--- config.mk ---
export PLATFORM = sky130hd
export DESIGN_NAME = wo_sync_gate
export DESIGN_NICKNAME = d
export VERILOG_FILES = /design/src/rtl/wo_pkg.sv /design/src/rtl/wo_inflight_ctr.sv /design/src/rtl/wo_sync_track.sv /design/src/rtl/wo_issue_policy.sv /design/src/rtl/wo_sync_gate.sv
export SDC_FILE = /design/constraint.sdc
export NUM_CORES = 1
export LEC_CHECK = 0
export ABC_AREA = 1
export CORE_MARGIN = 2
export CORE_UTILIZATION = 30
export DETAILED_ROUTE_END_ITERATION = 10
export HOLD_SLACK_MARGIN = 0.02
export PLACE_DENSITY = 0.85
export SYNTH_ARGS = -nofsm -noshare
export SYNTH_HDL_FRONTEND = slang
export SYNTH_SLANG_ARGS = --single-unit
--- constraint.sdc ---
create_clock -name clk -period 4.01 [get_ports clk]
set_clock_uncertainty 0.2 [all_clocks]
set_input_delay 0.401 -clock clk [delete_from_list [all_inputs] [get_ports clk]]
set_output_delay 0.401 -clock clk [all_outputs]
set_load 0.005 [all_outputs]
--- src/rtl/wo_pkg.sv ---
package wo_pkg;
  typedef enum logic [1:0] {
    OP_DATA = 2'd0,
    OP_FULL = 2'd1,
    OP_ACQ  = 2'd2,
    OP_REL  = 2'd3
  } op_kind_e;
endpackage

--- src/rtl/wo_inflight_ctr.sv ---
module wo_inflight_ctr #(
  parameter int CNT_W = 4
) (
  input  logic             clk,
  input  logic             rst_n,
  input  logic             inc,
  input  logic             dec,
  output logic [CNT_W-1:0] count,
  output logic             at_max,
  output logic             is_zero
);
  localparam logic [CNT_W-1:0] CNT_MAX = {CNT_W{1'b1}};

  logic do_dec;
  assign do_dec  = dec && (count != '0);
  assign at_max  = (count == CNT_MAX);
  assign is_zero = (count == '0);

  always_ff @(posedge clk) begin
    if (!rst_n) begin
      count <= '0;
    end else if (inc && !do_dec) begin
      count <= count + 1'b1;
    end else if (do_dec && !inc) begin
      count <= count - 1'b1;
    end
  end

  // the count never wraps
  a_r2_no_overflow: assert property (@(posedge clk) disable iff (!rst_n)
    at_max |-> !inc);

  // a simultaneous issue and completion leave the count unchanged
  a_r3_balanced_hold: assert property (@(posedge clk) disable iff (!rst_n)
    (inc && dec && !is_zero) |=> (count == $past(count)));
endmodule

--- src/rtl/wo_sync_track.sv ---
module wo_sync_track
  import wo_pkg::*;
(
  input  logic     clk,
  input  logic     rst_n,
  input  logic     start,
  input  op_kind_e start_kind,
  input  logic     done,
  output logic     busy,
  output op_kind_e busy_kind
);
  always_ff @(posedge clk) begin
    if (!rst_n) begin
      busy      <= 1'b0;
      busy_kind <= OP_DATA;
    end else if (start) begin
      busy      <= 1'b1;
      busy_kind <= start_kind;
    end else if (done) begin
      busy      <= 1'b0;
    end
  end

  // a new sync operation never starts over one that is in flight
  a_r8_single_sync: assert property (@(posedge clk) disable iff (!rst_n)
    busy |-> !start);

  // the recorded class holds while the operation is in flight
  a_r8_kind_stable: assert property (@(posedge clk) disable iff (!rst_n)
    (busy && !done) |=> (busy && $stable(busy_kind)));
endmodule

--- src/rtl/wo_issue_policy.sv ---
module wo_issue_policy
  import wo_pkg::*;
(
  input  op_kind_e kind,
  input  logic     cnt_max,
  input  logic     cnt_zero,
  input  logic     sync_busy,
  input  op_kind_e sync_kind,
  output logic     allow
);
  logic data_blocked_by_sync;

  // A release in flight does not stop later data operations.
  assign data_blocked_by_sync = sync_busy && (sync_kind != OP_REL);

  always_comb begin
    unique case (kind)
      OP_DATA: allow = !cnt_max && !data_blocked_by_sync;
      OP_FULL: allow = !sync_busy && cnt_zero;
      OP_ACQ:  allow = !sync_busy;
      OP_REL:  allow = !sync_busy && cnt_zero;
      default: allow = 1'b0;
    endcase
  end
endmodule

--- src/rtl/wo_sync_gate.sv ---
module wo_sync_gate
  import wo_pkg::*;
#(
  parameter int PAYLOAD_W = 32,
  parameter int CNT_W     = 4
) (
  input  logic                 clk,
  input  logic                 rst_n,
  input  logic                 in_valid,
  output logic                 in_ready,
  input  logic [1:0]           in_kind,
  input  logic [PAYLOAD_W-1:0] in_payload,
  output logic                 out_valid,
  input  logic                 out_ready,
  output logic [1:0]           out_kind,
  output logic [PAYLOAD_W-1:0] out_payload,
  input  logic                 data_done,
  input  logic                 sync_done
);
  op_kind_e         kind;
  logic             allow;
  logic             fire;
  logic             cnt_max;
  logic             cnt_zero;
  logic [CNT_W-1:0] cnt;
  logic             sync_busy;
  op_kind_e         sync_kind;

  assign kind = op_kind_e'(in_kind);

  wo_issue_policy u_policy (
    .kind      (kind),
    .cnt_max   (cnt_max),
    .cnt_zero  (cnt_zero),
    .sync_busy (sync_busy),
    .sync_kind (sync_kind),
    .allow     (allow)
  );

  assign out_valid   = in_valid && allow;
  assign in_ready    = out_ready && allow;
  assign out_kind    = in_kind;
  assign out_payload = in_payload;
  assign fire        = in_valid && in_ready;

  wo_inflight_ctr #(.CNT_W(CNT_W)) u_ctr (
    .clk     (clk),
    .rst_n   (rst_n),
    .inc     (fire && (kind == OP_DATA)),
    .dec     (data_done),
    .count   (cnt),
    .at_max  (cnt_max),
    .is_zero (cnt_zero)
  );

  wo_sync_track u_sync (
    .clk        (clk),
    .rst_n      (rst_n),
    .start      (fire && (kind != OP_DATA)),
    .start_kind (kind),
    .done       (sync_done),
    .busy       (sync_busy),
    .busy_kind  (sync_kind)
  );

  // no acceptance without memory being ready
  a_r1_backpressure: assert property (@(posedge clk) disable iff (!rst_n)
    !out_ready |-> !in_ready);

  // a full barrier leaves only with no data in flight
  a_r4_full_drained: assert property (@(posedge clk) disable iff (!rst_n)
    (out_valid && out_kind == 2'd1) |-> (cnt == '0));

  // a release leaves only with no data in flight
  a_r7_rel_drained: assert property (@(posedge clk) disable iff (!rst_n)
    (out_valid && out_kind == 2'd3) |-> (cnt == '0));

  // nothing passes a full barrier or acquire except nothing
  a_r6_acq_blocks: assert property (@(posedge clk) disable iff (!rst_n)
    (sync_busy && (sync_kind == OP_ACQ || sync_kind == OP_FULL)) |-> !out_valid);
endmodule

==> flow_summary.yaml <==
die:
  io_pins: 76
  coreArea_um2: 2280
  die_h_um: 53.6
  rows: 17
  dieArea_um2: 2880
  start_util: 0.325
  die_w_um: 53.6
power_and_ir_drop:
  irDropWorstVdd_uv: 154
  leakage_uw: 0.000302
  power.density_nw_per_um2: 597
  finalPower_uw: 392
route:
  drt_pass1_iterations: 3
  drt-total-wl_um: 1280
  drt_iter0_drc: 3
  viasPerCell: 4.66
  drtAntennaViolNets: 0
  wire_per_inst_um: 11.2
  drc: 0
  vias: 531
worst_setup_path:
  worstPathCellList: "clkdlybuf4s50_1, nor2_1, a21oi_1, nor2_2, inv_1, nor4_2, ha_1, inv_1, ha_1, nand2_1, inv_1, o21ai_0, nand3b_1, nand2_1, nand2_1, a21oi_1"
  crit_fanout: 6
  rrSetupSlack_ns: 1.42
  worst_setup_path_start_kind: "input pin"
  crit_path_max_incr_delay_ns: 0.49
  cp.depth: 16
  critPathCaptureType: "register"
  r2r_cells: 17
  cp_top_family: "simple AND/OR/NAND/NOR gates"
  path_class: "in2reg"
  arrival_ns: 2.85
  crit_required_ns: 3.98
  slowest_stage: "clkdlybuf4s50_1"
  worstPathBufferInverterCount: 4
clock_tree:
  cts_root_buf: "clkbuf_4"
  numClockSinks: 7
  clkTransAtPathRegs_ns: 0.05
  post_cts_resized: 0
  clk_latency_ns: 0.24
  numCtsBuffers: 3
  clk_path_buf_depth: 2
  tritoncts: "done"
  hold_buffers: 0
  post_cts_buffers: 0
  htreeDepth: 1
place:
  gp_congestion: 0.757
  port_buffers: 11
  postPlaceCellArea_um2: 629
  hpwl_um: 1100
cells_and_area:
  drive_above_1_share: 0.0930
  utilization: 0.288
  final_cell_area_um2: 656
  nNetsFinal: 131
  diodes: 0
  syn_to_final_growth_pct: -11.3
yosys:
  synth_top_area_frac: 0.345
  synth-seq-cells: 7
  netlist_area_um2: 739
  synthArstFlopShare: 0
  syn_nets: 149
  synthCells: 105
  synth-main-ff-cell: "dfxtp_1"
  synth.yosys.warnings: 0
  synth.largest_area_cell: "buf_4"
  seq_area_frac_synth: 0.190
  yosys-top-cells-area: "buf_4 35%, dfxtp_1 19%, nand2_1 8.6%"
  synth_common_cells: "34 x buf_4, 17 x nand2_1, 12 x inv_1"
  synth_cell_types: 15
  synth.most_common_cell: "buf_4"
  avgSynthCellArea_um2: 7.04
  synth_edf_count: 0
hold_path:
  holdPathStages: 2
  hp-class: "reg2reg"
timing:
  rsz0062_at_grt: "false"
  slew_violations: 0
  slew_headroom: 0.834
  whs_ns: 0.264
  fin_setup_tns_ns: 0
  hold_viol_final: 0
  post-route-period-util: 0.716
  max_clock_freq_mhz: 348
  setup_viol: 0
  worst_pin_slew_ns: 0.249
  min_period_ns: 2.87
global_route:
  grt.total_usage: 0.108
  antenna_found_initial: 0
  grt_pass1_wl_um: 2190
  grt_max_degree: 7
  grt-ovfl-total: 0
  first_global_vias: 544
status:
  status: "complete, no violations"
run:
  drv_cap: 0
## per-layer routing
layer | vias to the layer above | GRT usage | share of wire
met1 | 236 | 0.101 | 0.35
li1 | 254 | - | -
met2 | 25 | 0.167 | 0.48
met5 | - | 0 | 0
met3 | 16 | 0.0306 | 0.10
met4 | 0 | 0.145 | 0.070
## final timing paths
kind,startpoint,end
setup / recovery,in_kind[0],u_ctr.count[3]
hold / removal,u_sync.busy_kind[1],u_sync.busy_kind[1]
setup reg to reg,u_ctr.count[1],u_ctr.count[3]
hold reg to reg,u_sync.busy_kind[1],u_sync.busy_kind[1]
## power breakdown
group | internal (µW) | leakage, µW | total (µW) | switching, µW
combinational | 94.2 | 0.000230 | 208 | 114
clock | 37.8 | 0.0000150 | 60.4 | 22.7
sequential | 91.8 | 0.0000575 | 123 | 31.3
## cell families after synthesis
logic type      synth area share
compound gates            0.0541
fa+ha+maj                 0.0778
buf+inv                    0.406
simple gates               0.237
xor+xnor                  0.0355
flops                      0.190
## through the flow
stage	setup WS [ns]	instances
after floorplan	1.67	105
after global placement	1.03	110
after detailed placement	0.860	110
after CTS	1.12	114
after global routing	0.841	114
final	1.14	114
## state kept, by name (all words and copies together), names as in the netlist
signal / cells
u_sync.busy: 1
u_ctr.count: 4
u_sync.busy_kind: 2
## worst min-delay path, cell delays in order (launching register included)
cell     delay, ns
dfxtp_1       0.30
nand2_1       0.06
a21oi_1       0.05
## cell usage in the layout (no fill, tap or decap)
master and instances:
nand2_1 17, inv_1 12, clkdlybuf4s50_1 11, nor2_1 9
dfxtp_1 7, a21oi_1 5, nand4_1 4, nor2_2 3
o21ai_0 3, xor2_1 3, ha_1 3, clkbuf_4 3
nand3b_1 2, nor4_2 1, or2_2 1, fa_1 1
clkbuf_1 1
## layout make-up
class / count / area (µm²)
Fill cell: 249 / 1620
Multi-Input combinational cell: 52 / 299
Sequential cell: 7 / 140
Timing Repair Buffer: 11 / 110
Inverter: 12 / 45.0
Tap cell: 28 / 35.0
Clock buffer: 4 / 26.3
Note: power is estimated with default switching activity, not from simulation.
